$ cat src/rtl/alarm_irq_pkg.sv
`timescale 1ns/1ps
package alarm_irq_pkg;
    localparam int NUM_COND = 8;

    // Register map: one address bit selects status or mask
    localparam logic ADDR_STATUS = 1'b0;
    localparam logic ADDR_MASK   = 1'b1;

    typedef logic [NUM_COND-1:0] cond_vec_t;

    typedef enum logic [2:0] {
        HOST_IDLE       = 3'd0,
        HOST_RD_BURST   = 3'd1,
        HOST_RD_DIRECT  = 3'd2,
        HOST_RD_MASK    = 3'd3,
        HOST_WR_MASK    = 3'd4,
        HOST_WR_IGNORED = 3'd5
    } host_state_t;
endpackage

$ cat src/rtl/alarm_host_fsm.sv
`timescale 1ns/1ps
module alarm_host_fsm
    import alarm_irq_pkg::*;
(
    input  logic        clk,
    input  logic        rst,
    input  logic        host_addr,
    input  logic        host_rd,
    input  logic        host_wr,
    input  logic        host_burst,
    input  cond_vec_t   status_q,
    input  cond_vec_t   mask_q,
    output host_state_t access,
    output logic        clr_direct,
    output logic        mask_we,
    output cond_vec_t   host_rdata,
    output logic        host_rvalid
);
    host_state_t state_q;
    cond_vec_t   rdata_q;

    // Transition selection: write beats read, no strobe means idle
    always_comb begin
        access = HOST_IDLE;
        if (host_wr) begin
            access = (host_addr == ADDR_MASK) ? HOST_WR_MASK : HOST_WR_IGNORED;
        end else if (host_rd) begin
            if (host_addr == ADDR_MASK)
                access = HOST_RD_MASK;
            else if (host_burst)
                access = HOST_RD_BURST;
            else
                access = HOST_RD_DIRECT;
        end
    end

    assign clr_direct = (access == HOST_RD_DIRECT);
    assign mask_we    = (access == HOST_WR_MASK);

    // State register
    always_ff @(posedge clk) begin
        if (rst)
            state_q <= HOST_IDLE;
        else
            state_q <= access;
    end

    // Output process: read data captured at the access edge
    always_ff @(posedge clk) begin
        if (rst) begin
            rdata_q <= '0;
        end else begin
            unique case (access)
                HOST_RD_BURST,
                HOST_RD_DIRECT:  rdata_q <= status_q;
                HOST_RD_MASK:    rdata_q <= mask_q;
                HOST_IDLE,
                HOST_WR_MASK,
                HOST_WR_IGNORED: rdata_q <= rdata_q;
                default:         rdata_q <= rdata_q;
            endcase
        end
    end

    assign host_rdata  = rdata_q;
    assign host_rvalid = (state_q == HOST_RD_BURST) || (state_q == HOST_RD_DIRECT) ||
                         (state_q == HOST_RD_MASK);

    AST_WRITE_WINS: assert property (@(posedge clk) disable iff (rst)
        (host_wr && host_rd) |=> !host_rvalid);
    AST_RDATA_HELD: assert property (@(posedge clk) disable iff (rst)
        !host_rd |=> $stable(host_rdata));
endmodule

$ cat src/rtl/alarm_status_reg.sv
`timescale 1ns/1ps
module alarm_status_reg
    import alarm_irq_pkg::*;
(
    input  logic      clk,
    input  logic      rst,
    input  cond_vec_t cond_i,
    input  logic      clr_direct,
    input  logic      burst_rd,
    output cond_vec_t status_nxt,
    output cond_vec_t status_q
);
    // One cell per condition; set wins over the direct-read clear
    for (genvar i = 0; i < NUM_COND; i++) begin : g_cell
        always_comb status_nxt[i] = cond_i[i] | (status_q[i] & ~clr_direct);

        always_ff @(posedge clk) begin
            if (rst)
                status_q[i] <= 1'b0;
            else
                status_q[i] <= status_nxt[i];
        end
    end

    AST_SET_ON_COND: assert property (@(posedge clk) disable iff (rst)
        1'b1 |=> ((status_q & $past(cond_i)) == $past(cond_i)));
    AST_BURST_NO_DROP: assert property (@(posedge clk) disable iff (rst)
        burst_rd |=> (($past(status_q) & ~status_q) == '0));
    AST_DIRECT_CLEARS: assert property (@(posedge clk) disable iff (rst)
        clr_direct |=> (status_q == $past(cond_i)));
endmodule

$ cat src/rtl/alarm_mask_reg.sv
`timescale 1ns/1ps
module alarm_mask_reg
    import alarm_irq_pkg::*;
(
    input  logic      clk,
    input  logic      rst,
    input  logic      mask_we,
    input  cond_vec_t wdata,
    output cond_vec_t mask_nxt,
    output cond_vec_t mask_q
);
    always_comb mask_nxt = mask_we ? wdata : mask_q;

    always_ff @(posedge clk) begin
        if (rst)
            mask_q <= '0;
        else
            mask_q <= mask_nxt;
    end

    AST_MASK_LOAD: assert property (@(posedge clk) disable iff (rst)
        mask_we |=> (mask_q == $past(wdata)));
    AST_MASK_HOLD: assert property (@(posedge clk) disable iff (rst)
        !mask_we |=> $stable(mask_q));
endmodule

$ cat src/rtl/alarm_irq_gen.sv
`timescale 1ns/1ps
module alarm_irq_gen
    import alarm_irq_pkg::*;
(
    input  logic      clk,
    input  logic      rst,
    input  cond_vec_t status_nxt,
    input  cond_vec_t mask_nxt,
    output logic      irq_n
);
    // Registered from next-state values so the line tracks the registers
    always_ff @(posedge clk) begin
        if (rst)
            irq_n <= 1'b1;
        else
            irq_n <= ~|(status_nxt & mask_nxt);
    end
endmodule

$ cat src/rtl/alarm_irq_ctrl.sv
`timescale 1ns/1ps
module alarm_irq_ctrl
    import alarm_irq_pkg::*;
(
    input  logic                clk,
    input  logic                rst,
    input  logic [NUM_COND-1:0] cond_i,
    input  logic                host_addr,
    input  logic                host_rd,
    input  logic                host_wr,
    input  logic                host_burst,
    input  logic [NUM_COND-1:0] host_wdata,
    output logic [NUM_COND-1:0] host_rdata,
    output logic                host_rvalid,
    output logic                irq_n
);
    host_state_t access;
    logic        clr_direct;
    logic        mask_we;
    cond_vec_t   status_q, status_nxt;
    cond_vec_t   mask_q, mask_nxt;

    alarm_host_fsm u_host (
        .clk        (clk),
        .rst        (rst),
        .host_addr  (host_addr),
        .host_rd    (host_rd),
        .host_wr    (host_wr),
        .host_burst (host_burst),
        .status_q   (status_q),
        .mask_q     (mask_q),
        .access     (access),
        .clr_direct (clr_direct),
        .mask_we    (mask_we),
        .host_rdata (host_rdata),
        .host_rvalid(host_rvalid)
    );

    alarm_status_reg u_status (
        .clk        (clk),
        .rst        (rst),
        .cond_i     (cond_i),
        .clr_direct (clr_direct),
        .burst_rd   (access == HOST_RD_BURST),
        .status_nxt (status_nxt),
        .status_q   (status_q)
    );

    alarm_mask_reg u_mask (
        .clk     (clk),
        .rst     (rst),
        .mask_we (mask_we),
        .wdata   (host_wdata),
        .mask_nxt(mask_nxt),
        .mask_q  (mask_q)
    );

    alarm_irq_gen u_irq (
        .clk       (clk),
        .rst       (rst),
        .status_nxt(status_nxt),
        .mask_nxt  (mask_nxt),
        .irq_n     (irq_n)
    );

    AST_IRQ_TRACKS: assert property (@(posedge clk) disable iff (rst)
        1'b1 |=> (irq_n == ~|(status_q & mask_q)));
    AST_MASK_ZERO_QUIET: assert property (@(posedge clk) disable iff (rst)
        (host_wr && host_addr == ADDR_MASK && host_wdata == '0) |=> irq_n);
endmodule

$ cat config.mk
export PLATFORM = sky130hd
export DESIGN_NAME = alarm_irq_ctrl
export DESIGN_NICKNAME = d
export VERILOG_FILES = /design/src/rtl/alarm_irq_pkg.sv /design/src/rtl/alarm_host_fsm.sv /design/src/rtl/alarm_status_reg.sv /design/src/rtl/alarm_mask_reg.sv /design/src/rtl/alarm_irq_gen.sv /design/src/rtl/alarm_irq_ctrl.sv
export SDC_FILE = /design/constraint.sdc
export NUM_CORES = 1
export LEC_CHECK = 0
export ABC_AREA = 1
export BUFFER_PORTS_ARGS = -buffer_cell sky130_fd_sc_hd__clkbuf_2
export CORE_UTILIZATION = 53
export CTS_CLUSTER_DIAMETER = 150
export DETAILED_ROUTE_END_ITERATION = 7
export GPL_ROUTABILITY_DRIVEN = 0
export PLACE_DENSITY = 0.78
export REMOVE_ABC_BUFFERS = 1
export SLEW_MARGIN = 40
export SYNTH_ARGS = -nofsm -noshare
export SYNTH_HDL_FRONTEND = slang
export SYNTH_HIERARCHICAL = 1
export SYNTH_SLANG_ARGS = --single-unit
$ cat constraint.sdc
create_clock -name clk -period 1.78 [get_ports clk]
set_clock_uncertainty 0.2 [all_clocks]
set_input_delay 0.178 -clock clk [delete_from_list [all_inputs] [get_ports clk]]
set_output_delay 0.178 -clock clk [all_outputs]
set_load 0.01 [all_outputs]
Word-level counts from Yosys, hierarchy flattened
Cells that the tools add are included.
{ "classes": {"eq_ne": 7, "muxes": 7, "bitwise_logic": 18, "reduce_logical": 6} }
{ "ops": {"columns": ["operator", "n"], "rows": [
  ["case mux 8 bit (2 select lines)", 1],
  ["== test 3 x 2 -> 1 bit, second input constant", 4],
  ["2-to-1 mux 3 bit", 3],
  ["AND 1 bit", 8],
  ["AND 8 bit", 1],
  ["2-to-1 mux 8 bit", 1],
  ["bitwise OR 1 bit", 8],
  ["OR reduction 8 bit", 1],
  ["== test 3 x 1 -> 1 bit, second input constant", 2],
  ["== test 3 bit, second input constant", 1],
  ["logical OR 1 bit", 2],
  ["2-to-1 mux 2 bit", 1],
  ["nonzero test 2 bit", 1],
  ["OR reduction 2 bit", 1],
  ["logical NOT 1 bit", 1],
  ["2-to-1 mux 1 bit", 1],
  ["NOT 1 bit", 1]
]} }
{ "word_totals": {"ff_bits": 28, "inputBits": 22, "out_inout_bits": 10, "wordCells": 50} }

Depth between registers and ports, before layout
{ "logic_depth": {"word_depth": 11, "depth_mapped": 13, "mapped_depth_nobuf": 11} }

Cells and area by module
Netlist, hierarchy kept.
{ "by_module_without_submodules": {"columns": ["module", "n_inst", "cells_each", "area_per_inst_um2", "seq_area_each_um2"], "rows": [
  ["alarm_host_fsm", 1, 90, 573.0, 220.2],
  ["alarm_mask_reg", 1, 67, 467.9, 160.2],
  ["alarm_status_reg", 1, 42, 299.0, 160.2],
  ["alarm_irq_gen", 1, 18, 83.8, 20.0],
  ["alarm_irq_ctrl", 1, 3, 13.8, 0.0]
]} }

Worst setup path after synthesis
No wires, ideal clock.
{ "synth_timing": {"path_type": "input to register", "from": "in host_addr", "to": "reg u_irq.irq_n", "setup_ns": 0.058, "arrival_time_ns": 1.052, "required_time_ns": 1.522, "setup_slack_ns": 0.470, "cell_stages": 13, "n_path_buf": 2, "path_cell_list": "buf_2 > nand2_1 > inv_1 > buf_6 > inv_8 > nand2_2 > nand2_2 > inv_1 > nand2_1 > nand2_1 > nor2_1 > nand2_1 > nand2_1"} }
{ "synth_via": {"elab_cells_between_ends": 27, "classes_between": "2 x eq/ne; 5 x mux; 18 x bitwise; 2 x reduce/logical"} }
{ "synth_rtl": {"columns": ["item", "line", "text"], "rows": [
  ["start: declaration", "alarm_irq_ctrl.sv:8", "input logic host_addr,"],
  ["2-to-1 mux 3 bit", "alarm_host_fsm.sv:28", "if (host_addr == ADDR_MASK)"],
  ["2-to-1 mux 3 bit", "alarm_host_fsm.sv:27", "end else if (host_rd) begin"],
  ["2-to-1 mux 3 bit *", "alarm_host_fsm.sv:25", "if (host_wr) begin"],
  ["== test 3 bit *", "alarm_host_fsm.sv:38", "assign mask_we = (access == HOST_WR_MASK);"],
  ["named net mask_we", "alarm_irq_ctrl.sv:19", "logic mask_we;"],
  ["2-to-1 mux 8 bit *", "alarm_mask_reg.sv:12", "always_comb mask_nxt = mask_we ? wdata : mask_q;"],
  ["named net mask_nxt[5]", "alarm_irq_ctrl.sv:21", "cond_vec_t mask_q, mask_nxt;"],
  ["AND 8 bit *", "alarm_irq_gen.sv:16", "irq_n <= ~|(status_nxt & mask_nxt);"],
  ["OR reduction 8 bit *", "alarm_irq_gen.sv:16", null],
  ["logical NOT 1 bit *", "alarm_irq_gen.sv:16", null],
  ["end signal: assignment", "alarm_irq_gen.sv:16", null],
  ["end: declaration", "alarm_irq_gen.sv:9", "output logic irq_n"]
]} }
The timed path passes the listed nets; every way through them passes the cells marked *.
A chain may end at the register's enable or synchronous reset.

Worst setup path in the final report
{ "layout_timing": {"from": "in host_burst", "to": "reg u_host.state_q[0]"} }
{ "layout_via": {"elab_chain_cells": 4} }
{ "layout_lines": {"columns": ["item", "line", "text"], "rows": [
  ["start: declaration", "alarm_irq_ctrl.sv:11", "input logic host_burst,"],
  ["2-to-1 mux 2 bit", "alarm_host_fsm.sv:30", "else if (host_burst)"],
  ["2-to-1 mux 3 bit", "alarm_host_fsm.sv:28", null],
  ["2-to-1 mux 3 bit", "alarm_host_fsm.sv:27", null],
  ["2-to-1 mux 3 bit", "alarm_host_fsm.sv:25", null],
  ["end signal: assignment", "alarm_host_fsm.sv:45", "state_q <= access;"],
  ["end: declaration", "alarm_host_fsm.sv:19", "host_state_t state_q;"]
]} }
Every way passes these cells.

==> impl_metrics.ini <==
[status]
outcome = complete, no violations

[timing]
max_slew_margin_pct = 75.2
timing.final.crit_share_pct = 91.6
fmax_mhz = 613
worstMarginPinSlew_ns = 0.370
finalHoldViolCount = 0
tns_ns = 0
timing.final.max_slew_violations = 0
setup_viol = 0
layout_setup_ws_ns = 0.150
rsz0062_at_grt = false
whs_ns = 0.0265
post-route-min-period_ns = 1.63

[global_route]
overflow = 0
grt_usage_pct = 23.4
antenna_found_initial = 0
grt_pass1_vias = 1134
grt_max_degree = 17
grt_pass1_wl_mm = 4.71

[cts]
clock-sinks = 28
htree_levels = 1
clk_path_buf_depth = 2
cts_root_buffer = clkbuf_4
clk_pin_slew_worst_paths_ns = 0.16
insertion_delay_ns = 0.33
cts_tree = done
cts_buffers = 3

[yosys]
syn_area_mm2 = 0.00141
avgSynthCellArea_um2 = 6.58
yosysWarnings = 6
netlist_instances = 214

[power]
p_total_mw = 1.39
ir_drop_mv = 0.731
p_leak_nw = 1.06
powerDensity_mw_per_mm2 = 743

[floorplan]
io_pins = 32
core_region_area_mm2 = 0.00250
dieArea_mm2 = 0.00287
fp.dieH_um = 53.6
num_rows = 18
start_util_pct = 56.4
fp.dieW_um = 53.6

[critical_path]
worst_setup_path_end_kind = flop
worst-path-max-fanout = 2
regToRegEndpoint = u_irq/irq_n
critPathRequiredTime_ns = 1.83
r2r_cells = 9
critical_path_class = in -> reg
worst_setup_path_start_kind = input pin
r2r_start = u_mask/mask_q[0]
crit_arrival_ns = 1.68
rrSetupSlack_ns = 0.66

[detailed_routing]
wl_per_cell_um = 10.4
drtPass1Iterations = 4
drt_wl_total_mm = 3.10
via_per_inst = 4.55
vias = 1361
drt-initial-drc-count = 23
postRouteAntennaNets = 0
drc = 0

[place]
placed_area_mm2 = 0.00159
pre_cts_ws_ns = 0.159
portBuffers = 31
detailedPlacementHpwl_mm = 1.99

[final_layout]
fin_nets = 292
drive_gt1_share_pct = 28.6
area_growth_pct = 32.9
fillers = 215
antenna_cells = 0
design_area_mm2 = 0.00187

[min_path]
hold_end = u_host/state_q[1]
min_path_type = in -> reg
holdPathStages = 3
min_from = host_addr

[flow_run]
maxCapViolCount = 0
[power breakdown]
| group | total, mW | switching (mW) | internal, mW | leakage (nW) |
|---|---|---|---|---|
| Clock | 0.419 | 0.191 | 0.228 | 0.0279 |
| Combinational | 0.285 | 0.159 | 0.127 | 0.802 |
| Sequential | 0.686 | 0.0178 | 0.669 | 0.232 |
[stage by stage]
stage	utilization [%]	std cells
4_1_cts	73.6	297
3_5_place_dp	63.5	273
2_1_floorplan	-	209
3_3_place_gp	63.5	273
5_1_grt	74.9	299
6_report	74.9	299
[state kept, by name, indices dropped and copies added (netlist names)]
register and count:
u_host/host_rdata 8, u_mask/mask_q 8, u_status/status_q 8, u_host/state_q 3, u_irq/irq_n 1
[how the worst max path moves through the flow]
stage	from	to	slack, ns	cells after the start
2_1_floorplan	host_addr	u_irq/irq_n	0.57	11
3_3_place_gp	host_addr	u_irq/irq_n	0.21	12
3_5_place_dp	host_addr	u_irq/irq_n	0.16	12
4_1_cts	host_wr	u_irq/irq_n	0.04	13
5_1_grt	host_burst	u_irq/irq_n	0.06	13
6_report	host_burst	u_host/state_q[0]	0.15	7
[cells in the final DEF (no fill, tap or decap), drive strengths merged]
cell type	n
nor2	26
nand2	82
bufinv	1
buf	5
o21ai	6
inv	50
clkinvlp	1
dfxtp	28
dlygate4sd3	20
a21oi	12
clkbuf	33
dlymetal6s4s	1
nand3	4
[per-layer routing]
layer	vias up	GRT usage, %	share of wire, %
met2	46	41.5	50
li1	724	-	-
met1	585	27.5	43
met5	-	0	0
met4	0	5.70	1.6
met3	6	6.50	5.7
[cell type report]
class / count / area, um^2 / share of cell area [%]
Clock buffer: 3 / 22.5 / 1.20
Clock inverter: 1 / 30.0 / 1.60
Inverter: 51 / 203 / 10.8
Multi-Input combinational cell: 130 / 619 / 33.1
Sequential cell: 28 / 561 / 29.9
Tap cell: 30 / 37.5 / 2.00
Timing Repair Buffer: 56 / 400 / 21.4
[worst max-delay path, cell delays in order]
cell and delay, ns:
dlygate4sd3_1 0.53, clkbuf_2 0.11, inv_1 0.07, nand2_1 0.09, nand3_1 0.08, a21oi_1 0.06, dlygate4sd3_1 0.56
[repair_timing]
action | 4_1_cts | 5_1_grt
endpoints found under the hold margin | 19 | 3
gates resized for setup | 0 | 5
hold buffers | 20 | 1
endpoints found under the setup margin | 0 | 1
buffers inserted | 0 | 2
No activity file was read; power rests on OpenSTA's default activity.
